===== src/rtl/mpic_pkg.sv =====
package mpic_pkg;
  localparam int DW   = 32;
  localparam int LVLW = 4;
  localparam int NPRI = 16;

  function automatic logic [DW-1:0] sup_set(input int ext_line);
    return (ext_line != 0) ? 32'hFFFF_FFFE : 32'h0000_FFFE;
  endfunction

  // highest set index among 15:1, 0 when none
  function automatic logic [LVLW-1:0] top_level(input logic [NPRI-1:0] v);
    logic [LVLW-1:0] r;
    r = '0;
    for (int i = 1; i < NPRI; i++)
      if (v[i]) r = LVLW'(i);
    return r;
  endfunction

  // {found, index} of the lowest set bit among 31:16
  function automatic logic [5:0] first_ext(input logic [DW-1:0] v);
    logic [5:0] r;
    r = '0;
    for (int i = DW - 1; i >= NPRI; i--)
      if (v[i]) r = {1'b1, 5'(i)};
    return r;
  endfunction
endpackage


===== src/rtl/mpic_pending.sv =====
module mpic_pending
  import mpic_pkg::*;
#(
  parameter int EXT_LINE = 12
) (
  input  logic          clk,
  input  logic          rst,
  input  logic          wr_set,
  input  logic          wr_clr,
  input  logic [DW-1:0] wdata,
  input  logic [DW-1:0] irq_in,
  input  logic [DW-1:0] ack_clr,
  output logic [DW-1:0] pend
);
  localparam logic [DW-1:0] SUP = sup_set(EXT_LINE);

  logic [DW-1:0] irq_q, base, nxt;

  always_comb begin
    if (wr_set)      base = wdata;
    else if (wr_clr) base = pend & ~wdata;
    else             base = pend;
    // acknowledge clears are applied last
    nxt = (base | (irq_in & ~irq_q)) & ~ack_clr & SUP;
  end

  always_ff @(posedge clk) begin
    if (rst) begin
      pend  <= '0;
      irq_q <= '0;
    end else begin
      pend  <= nxt;
      irq_q <= irq_in;
    end
  end
endmodule


===== src/rtl/mpic_cpu_port.sv =====
module mpic_cpu_port
  import mpic_pkg::*;
#(
  parameter int IDX      = 0,
  parameter int EXT_LINE = 12,
  parameter int AW       = 8
) (
  input  logic            clk,
  input  logic            rst,
  input  logic            reg_wr,
  input  logic [AW-1:0]   reg_addr,
  input  logic [DW-1:0]   reg_wdata,
  input  logic [DW-1:0]   pend,
  input  logic            ack_vld,
  input  logic [LVLW-1:0] ack_lvl,
  output logic [DW-1:0]   mask_q,
  output logic [NPRI-1:0] force_q,
  output logic [4:0]      xack_q,
  output logic [DW-1:0]   pend_clr,
  output logic [LVLW-1:0] irl_q
);
  localparam logic [DW-1:0]   SUP    = sup_set(EXT_LINE);
  localparam bit              EXT_ON = (EXT_LINE != 0);
  localparam logic [LVLW-1:0] EXT_L  = LVLW'(EXT_LINE);
  localparam logic [AW-1:0]   MASK_A = AW'(64 + 4 * IDX);
  localparam logic [AW-1:0]   FRC_A  = AW'(128 + 4 * IDX);
  localparam logic [AW-1:0]   FRC0_A = AW'(8);

  logic            mhit, fhit, frc_hit, take_ext;
  logic [5:0]      scan;
  logic [DW-1:0]   lvl_bit, mask_nxt, active;
  logic [NPRI-1:0] force_nxt, act16;
  logic [4:0]      xack_nxt;

  always_comb begin
    mhit     = reg_wr && (reg_addr == MASK_A);
    fhit     = reg_wr && ((reg_addr == FRC_A) || ((IDX == 0) && (reg_addr == FRC0_A)));
    lvl_bit  = 32'd1 << ack_lvl;
    scan     = first_ext(pend & mask_q);
    frc_hit  = force_q[ack_lvl];
    take_ext = EXT_ON && ack_vld && (ack_lvl == EXT_L) && scan[5];

    pend_clr = '0;
    if (ack_vld && !frc_hit) pend_clr = lvl_bit;
    if (take_ext)            pend_clr = pend_clr | (32'd1 << scan[4:0]);

    force_nxt = fhit ? (reg_wdata[NPRI-1:0] & 16'hFFFE) : force_q;
    if (ack_vld && frc_hit) force_nxt[ack_lvl] = 1'b0;

    mask_nxt = mhit ? (reg_wdata & SUP) : mask_q;
    xack_nxt = ack_vld ? (take_ext ? scan[4:0] : 5'd0) : xack_q;

    active = (pend | {16'b0, force_q}) & mask_q & SUP;
    act16  = active[NPRI-1:0];
    if (EXT_ON && (|active[DW-1:NPRI])) act16[EXT_L] = 1'b1;
  end

  always_ff @(posedge clk) begin
    if (rst) begin
      mask_q  <= '0;
      force_q <= '0;
      xack_q  <= '0;
      irl_q   <= '0;
    end else begin
      mask_q  <= mask_nxt;
      force_q <= force_nxt;
      xack_q  <= xack_nxt;
      irl_q   <= top_level(act16);
    end
  end
endmodule


===== src/rtl/mpic_regread.sv =====
module mpic_regread
  import mpic_pkg::*;
#(
  parameter int NCPU     = 4,
  parameter int EXT_LINE = 12,
  parameter int AW       = 8
) (
  input  logic               clk,
  input  logic               rst,
  input  logic [AW-1:0]      reg_addr,
  input  logic [DW-1:0]      pend,
  input  logic [NCPU*DW-1:0] mask_all,
  input  logic [NCPU*16-1:0] force_all,
  input  logic [NCPU*5-1:0]  xack_all,
  input  logic [NCPU-1:0]    pwd,
  output logic [DW-1:0]      reg_rdata
);
  logic [DW-1:0] status, rd_nxt;
  int            a, n;

  always_comb begin
    status        = '0;
    status[31:28] = 4'(NCPU - 1);
    status[19:16] = 4'(EXT_LINE);
    status[NCPU-1:0] = pwd;

    a      = int'(reg_addr);
    n      = (a % 64) / 4;
    rd_nxt = '0;
    if (a == 4)       rd_nxt = pend;
    else if (a == 8)  rd_nxt = {16'b0, force_all[15:0]};
    else if (a == 16) rd_nxt = status;
    else if ((a % 4 == 0) && (n < NCPU)) begin
      if (a >= 64 && a < 128)       rd_nxt = mask_all[n*DW +: DW];
      else if (a >= 128 && a < 192) rd_nxt = {16'b0, force_all[n*16 +: 16]};
      else if (a >= 192 && a < 256) rd_nxt = {27'b0, xack_all[n*5 +: 5]};
    end
  end

  always_ff @(posedge clk) begin
    if (rst) reg_rdata <= '0;
    else     reg_rdata <= rd_nxt;
  end
endmodule


===== src/rtl/mpic_ctrl.sv =====
module mpic_ctrl
  import mpic_pkg::*;
#(
  parameter int NCPU     = 4,
  parameter int EXT_LINE = 12,
  parameter int AW       = 8
) (
  input  logic                 clk,
  input  logic                 rst,
  input  logic                 reg_wr,
  input  logic [AW-1:0]        reg_addr,
  input  logic [DW-1:0]        reg_wdata,
  output logic [DW-1:0]        reg_rdata,
  input  logic [DW-1:0]        irq_in,
  input  logic [NCPU-1:0]      ack_vld,
  input  logic [NCPU*LVLW-1:0] ack_lvl,
  input  logic [NCPU-1:0]      pwd,
  output logic [NCPU*LVLW-1:0] irl
);
  logic [DW-1:0]      pend_q, ack_clr;
  logic [NCPU*DW-1:0] mask_all, clr_all;
  logic [NCPU*16-1:0] force_all;
  logic [NCPU*5-1:0]  xack_all;

  always_comb begin
    ack_clr = '0;
    for (int i = 0; i < NCPU; i++) ack_clr = ack_clr | clr_all[i*DW +: DW];
  end

  mpic_pending #(.EXT_LINE(EXT_LINE)) u_pend (
    .clk(clk), .rst(rst),
    .wr_set(reg_wr && (reg_addr == AW'(4))),
    .wr_clr(reg_wr && (reg_addr == AW'(12))),
    .wdata(reg_wdata), .irq_in(irq_in), .ack_clr(ack_clr), .pend(pend_q)
  );

  for (genvar g = 0; g < NCPU; g++) begin : g_cpu
    mpic_cpu_port #(.IDX(g), .EXT_LINE(EXT_LINE), .AW(AW)) u_port (
      .clk(clk), .rst(rst), .reg_wr(reg_wr), .reg_addr(reg_addr),
      .reg_wdata(reg_wdata), .pend(pend_q),
      .ack_vld(ack_vld[g]), .ack_lvl(ack_lvl[g*LVLW +: LVLW]),
      .mask_q(mask_all[g*DW +: DW]), .force_q(force_all[g*16 +: 16]),
      .xack_q(xack_all[g*5 +: 5]), .pend_clr(clr_all[g*DW +: DW]),
      .irl_q(irl[g*LVLW +: LVLW])
    );
  end

  mpic_regread #(.NCPU(NCPU), .EXT_LINE(EXT_LINE), .AW(AW)) u_rd (
    .clk(clk), .rst(rst), .reg_addr(reg_addr), .pend(pend_q),
    .mask_all(mask_all), .force_all(force_all), .xack_all(xack_all),
    .pwd(pwd), .reg_rdata(reg_rdata)
  );
endmodule


===== config.mk =====
export PLATFORM = sky130hd
export DESIGN_NAME = mpic_ctrl
export DESIGN_NICKNAME = d
export VERILOG_FILES = /design/src/rtl/mpic_pkg.sv /design/src/rtl/mpic_pending.sv /design/src/rtl/mpic_cpu_port.sv /design/src/rtl/mpic_regread.sv /design/src/rtl/mpic_ctrl.sv
export SDC_FILE = /design/constraint.sdc
export NUM_CORES = 1
export LEC_CHECK = 0
export CELL_PAD_IN_SITES_DETAIL_PLACEMENT = 1
export CELL_PAD_IN_SITES_GLOBAL_PLACEMENT = 1
export CORE_MARGIN = 2
export CORE_UTILIZATION = 41
export CTS_CLUSTER_SIZE = 28
export DETAILED_ROUTE_END_ITERATION = 16
export GPL_ROUTABILITY_DRIVEN = 1
export PLACE_DENSITY_LB_ADDON = 0.1
export REMOVE_ABC_BUFFERS = 1
export SLEW_MARGIN = 20
export SYNTH_ARGS = -nofsm -noshare
export SYNTH_HDL_FRONTEND = slang
export SYNTH_HIERARCHICAL = 1
export SYNTH_SLANG_ARGS = --single-unit

===== constraint.sdc =====
create_clock -name clk -period 2.5 [get_ports clk]
set_input_delay 0.5 -clock clk [delete_from_list [all_inputs] [get_ports clk]]
set_output_delay 0.5 -clock clk [all_outputs]
set_load 0.01 [all_outputs]

### After elaboration in Yosys (flattened, before gate mapping)

Index checks and enable logic that the tools add are counted.

| storage, ports and cells | value |
|---|---|
| flip-flop bits (word level) | 320 |
| bits in latches | 0 |
| memory bits (writable) | 0 |
| ROM bits | 0 |
| bits of input ports | 99 |
| output and inout port bits | 48 |
| logic and storage cells | 314 |
| memories kept | 0 |

| cells by class | value |
|---|---|
| $add $sub $neg | 0 |
| multipliers | 1 |
| div/mod/pow operators | 0 |
| $lt $le $gt $ge | 14 |
| equal/unequal tests | 18 |
| shift operators | 11 |
| multiplexer cells | 173 |
| bitwise gates (word level) | 34 |
| reduce and logical (&&, ||, !) cells | 43 |

Operators with widths:

| cell | number |
|---|---|
| $mux 32 | 16 |
| $mux 6 | 64 |
| $and 32x32->32 | 11 |
| $or 32x32->32 | 8 |
| $mux 16 | 8 |
| $mux 4 | 32 |
| $or 32x16->32 | 4 |
| $shiftx 128x10->32 | 1 |
| $shl 1x4->32 const A | 4 |
| $shl 1x5->32 const A | 4 |
| $not 32->32 | 3 |
| $and 16x16->16 | 4 |
| $not 16->16 | 4 |
| $reduce_or 16->1 | 4 |
| $shiftx 64x9->16 | 1 |
| $mux 3 | 16 |
| $logic_and 1x1->1 | 33 |
| $eq 8x7->1 const B | 4 |
| $eq 8x8->1 const B | 4 |
| $logic_not 32->1 | 1 |
| $shiftx 20x32->5 | 1 |
| $mux 5 | 5 |
| $eq 8x4->1 const B | 3 |
| $lt 4x5->1 const B | 4 |
| 16 further kinds | 55 |

### Depth between registers and ports, before layout

| logic depth | value |
|---|---|
| depth in word-level cells | 25 |
| gate-level depth with buffers | 9 |
| depth with buffers taken out | 8 |

### Modules after synthesis

The synthesis kept the hierarchy.

Modules (own cells, without submodules):

| module | instances | cells each | area an instance (µm²) | sequential area each (µm²) |
|---|---|---|---|---|
| mpic_cpu_port (g_cpu[1].u_port ...) | 2 | 382 | 2975.4 | 1121.1 |
| mpic_regread | 1 | 310 | 3131.8 | 640.6 |
| mpic_pending | 1 | 267 | 3024.2 | 1241.2 |
| mpic_cpu_port (g_cpu[0].u_port) | 1 | 380 | 2962.8 | 1121.1 |
| mpic_cpu_port (g_cpu[3].u_port) | 1 | 392 | 2952.8 | 1121.1 |
| mpic_ctrl | 1 | 37 | 274.0 | 0.0 |

### Least setup slack after synthesis

No wires, ideal clock.

| timing path | value |
|---|---|
| kind | reg2reg |
| start | register u_pend.pend[22] |
| end | register u_pend.pend[17] |
| arrival time | 2330 ps |
| path slack | 91 ps |
| stages on the path, launching flop included | 8 |
| path buffers | 0 |
| clock period less this slack | 2409 ps |
| cells stage by stage | dfxtp_1 a22o_1 a311oi_1 o31a_1 o21ai_0 nor3_1 or4_1 a211oi_2 |

| between the ends | value |
|---|---|
| cells in the longest elaborated chain, start to end | 16 |

RTL lines:

| element | line | RTL |
|---|---|---|
| start: declaration | mpic_pending.sv:13 | `output logic [DW-1:0] pend` |
| start signal: assignment | mpic_pending.sv:32 | `pend <= nxt;` |
| $and 32x32->32 (*) | mpic_cpu_port.sv:39 | `scan = first_ext(pend & mask_q);` |
| $mux 6 (*) (7 in a row) | mpic_pkg.sv:24 | `if (v[i]) r = {1'b1, 5'(i)};` |
| $shl 1x5->32 | mpic_cpu_port.sv:45 | `if (take_ext) pend_clr = pend_clr \| (32'd1 << scan[4:0]);` |
| $or 32x32->32 | mpic_cpu_port.sv:45 |  |
| $mux 32 (*) | mpic_cpu_port.sv:45 |  |
| net clr_all[17] | mpic_ctrl.sv:21 | `logic [NCPU*DW-1:0] mask_all, clr_all;` |
| $or 32x32->32 (*) (3 in a row) | mpic_ctrl.sv:27 | `for (int i = 0; i < NCPU; i++) ack_clr = ack_clr \| clr_all[i*DW +: DW];` |
| net ack_clr[17] | mpic_ctrl.sv:20 | `logic [DW-1:0] pend_q, ack_clr;` |
| $not 32->32 (*) | mpic_pending.sv:24 | `nxt = (base \| (irq_in & ~irq_q)) & ~ack_clr & SUP;` |
| $and 32x32->32 (*) | mpic_pending.sv:24 |  |

Mark *: on every way through the listed nets, which the timed path passes. The rest lies on a longest branch.
A chain may end at the register's enable or synchronous reset.

### Final worst setup path

| timing path | value |
|---|---|
| start | register u_pend.pend[30] |
| end | register u_pend.pend[27] |

| between the ends | value |
|---|---|
| cells in the longest elaborated chain, start to end | 24 |

RTL lines:

| element | line |
|---|---|
| $and 32x32->32 (*) | mpic_cpu_port.sv:39 |
| $mux 6 (*) (15 in a row) | mpic_pkg.sv:24 |
| $shl 1x5->32 | mpic_cpu_port.sv:45 |
| $or 32x32->32 | mpic_cpu_port.sv:45 |
| $mux 32 (*) | mpic_cpu_port.sv:45 |
| net clr_all[59] | mpic_ctrl.sv:21 |
| $or 32x32->32 (*) (3 in a row) | mpic_ctrl.sv:27 |
| net ack_clr[27] | mpic_ctrl.sv:20 |
| $not 32->32 (*) | mpic_pending.sv:24 |
| $and 32x32->32 (*) | mpic_pending.sv:24 |

Marked as above.

==> reports/qor.yml <==
outcome: "complete, no violations"
tns_ns: 0
hp-start: "rst"
leakage_nw: 9.19
grt_pass1_vias: 19399
path_class: "flop to flop"
cp-start-kind: "flop"
place_congestion: 0.984
fin_crit_sh_pct: 99.8
p_int_mw: 9.27
hold_end: "u_rd/reg_rdata[16]$_SDFF_PP0_"
clk_latency_ns: 0.58
hold_depth: 2
cp.required_ns: 2.96
netlist_instances: 2145
numPlacedInstances: 3046
drc_errors: 0
rr_endpoint: "u_pend/pend[27]$_SDFF_PP0_"
cts_buffer_depth: 3
seqPwrFrac_pct: 42.3
max_cap_violations: 0
reg2reg_from: "u_pend/pend[30]$_SDFF_PP0_"
n_antenna_cell: 0
finClkSkew_ns: 0.0142
clk_pin_slew_ns: 0.06
placed_cell_area_um2: 22600
slew_viol_final: 0
dr.pass1.iters: 5
finalNonFillerCells: 3118
initial_core_util_pct: 41.4
combPwrFrac_pct: 10.1
slew_headroom_pct: 49.1
ff2ff_path_depth: 9
overflow: 0
final_area_um2: 24200
cts_sinks: 318
cts_buffers: 38
drtAntennaViolNets: 0
cts_tree: "yes"
hold_violations: 0
arrival_ns: 2.96
yosysWarningCount: 6
setup_slack_ns: 0.00413
drtIter0Drc: 1528
wl_per_cell_um: 26.9
switchingPower_mw: 3.15
worst-path-max-fanout: 9
place_ws_ns: -0.350
max-vdd-ir-drop_uv: 588
clkPwrFrac_pct: 47.6
ios: 147
antenna_found_initial: 0
worst_hold_path_type: "primary input to flop"
drt_wl_total_um: 83900
switching_share_pct: 25.4
rows: 77
grt_max_degree: 115
via_count: 18922
dieHeight_um: 215
min_period_ns: 2.50
viasPerCell: 6.07
grt_usage_pct: 35.3
post-dp-hpwl_um: 62300
area_growth_pct: 32.4
p_per_area_nw_per_um2: 513
endpoint_kind: "flop"
layout-drive-gt1-share_pct: 23.7
portBuffers: 144
syn-mean-instance-area_um2: 8.52
core_um2: 44100
cts_hold_buf: 0
grt_pass1_wl_um: 123000
die_area_um2: 46300
clock.fmax_ghz: 0.401
final_util_pct: 54.8
die_w_um: 215
setup_viol: 0
syn_area_um2: 18300
tightest_slew_ns: 0.755
rrSetupSlack_ns: 0.004
cts_root_buf: "clkbuf_16"
ctsHtreeMaxLevel: 2
layout.nets: 2599
[registers in the layout, indices dropped and copies added, names as in the netlist]
| name | count |
|---|---|
| u_pend/pend | 31 |
| u_pend/irq_q | 31 |
| g_cpu.u_port/force_q | 64 |
| u_rd/reg_rdata | 32 |
| g_cpu.u_port/irl_q | 16 |
| g_cpu.u_port/mask_q | 124 |
| g_cpu.u_port/xack_q | 20 |
[final cells by class]
cell class                      instances  area (µm²)
Fill cell                            5184       19900
Multi-Input combinational cell       1677       11400
Sequential cell                       318        6390
Timing Repair Buffer                  450        4330
Clock buffer                           57        1180
Tap cell                              592         741
Clock inverter                          9         126
Inverter                               15        56.3
[per-stage QoR]
stage | total power [mW] | hold slack, ns
5_1_grt | 12.7 | 0.248
6_report | 12.4 | 0.241
4_1_cts | 12.4 | 0.217
2_1_floorplan | 5.70 | 0.436
3_5_place_dp | 6.58 | 0.463
3_3_place_gp | 6.56 | 0.456
[worst max path at each step]
stage	end	depth (start not counted)	start	slack (ns)
2_1_floorplan	u_pend/pend[30]$_SDFF_PP0_	4	reg_addr[1]	-2.38
3_3_place_gp	u_pend/pend[30]$_SDFF_PP0_	12	ack_lvl[12]	-0.33
3_5_place_dp	u_pend/pend[31]$_SDFF_PP0_	9	ack_lvl[0]	-0.35
4_1_cts	u_pend/pend[24]$_SDFF_PP0_	11	u_pend/pend[30]$_SDFF_PP0_	-0.02
5_1_grt	u_pend/pend[31]$_SDFF_PP0_	9	u_pend/pend[30]$_SDFF_PP0_	-0.03
6_report	u_pend/pend[27]$_SDFF_PP0_	9	u_pend/pend[30]$_SDFF_PP0_	0.004
[what timing repair did]
| action | 4_1_cts | 5_1_grt |
|---|---|---|
| resized for setup | 37 | 29 |
| pin swaps | 11 | 16 |
| setup endpoints to repair | 16 | 16 |
| buffers inserted | 0 | 7 |
| cloned | 0 | 0 |
[critical path: stages (launching register included)]
cell and delay (ns):
dfxtp_4 0.39, buf_4 0.16, nand2_1 0.10, a31oi_4 0.23, o2111ai_4 0.19, a22oi_2 0.29
buf_12 0.17, nor3_1 0.05, or4_1 0.57, a211oi_2 0.24
[power by group through the flow]
stage	combinational [mW]	sequential, mW	clock, mW
4_1_cts	1.23	5.25	5.96
5_1_grt	1.31	5.26	6.18
6_report	1.26	5.25	5.91
3_5_place_dp	1.22	5.36	0
2_1_floorplan	0.355	5.35	0
3_3_place_gp	1.21	5.35	0
[layer usage]
| metal | up-vias | track usage, % | routed length (µm) | share of wire (%) |
|---|---|---|---|---|
| met2 | 687 | 61.2 | 40600 | 48 |
| met4 | 0 | 18.9 | 4930 | 5.9 |
| li1 | 8466 | - | - | - |
| met1 | 9536 | 42.4 | 33400 | 40 |
| met5 | - | 0 | 0 | 0 |
| met3 | 233 | 4.91 | 4890 | 5.8 |
[cells in the final DEF (no fill, tap or decap), drive strengths merged, types with 20 or more instances in the layout]
master	count
nor3	112
clkdlybuf4s50	141
a22oi	38
mux2i	111
nor2b	79
a21oi	192
a22o	20
o21ai	88
nand2	408
a31oi	20
nor2	166
a211oi	51
nand3b	42
nand3	31
dfxtp	318
mux4	45
o22ai	24
or4	36
clkbuf	57
buf	309
nand2b	28
No activity file was read; power rests on OpenSTA's default activity.
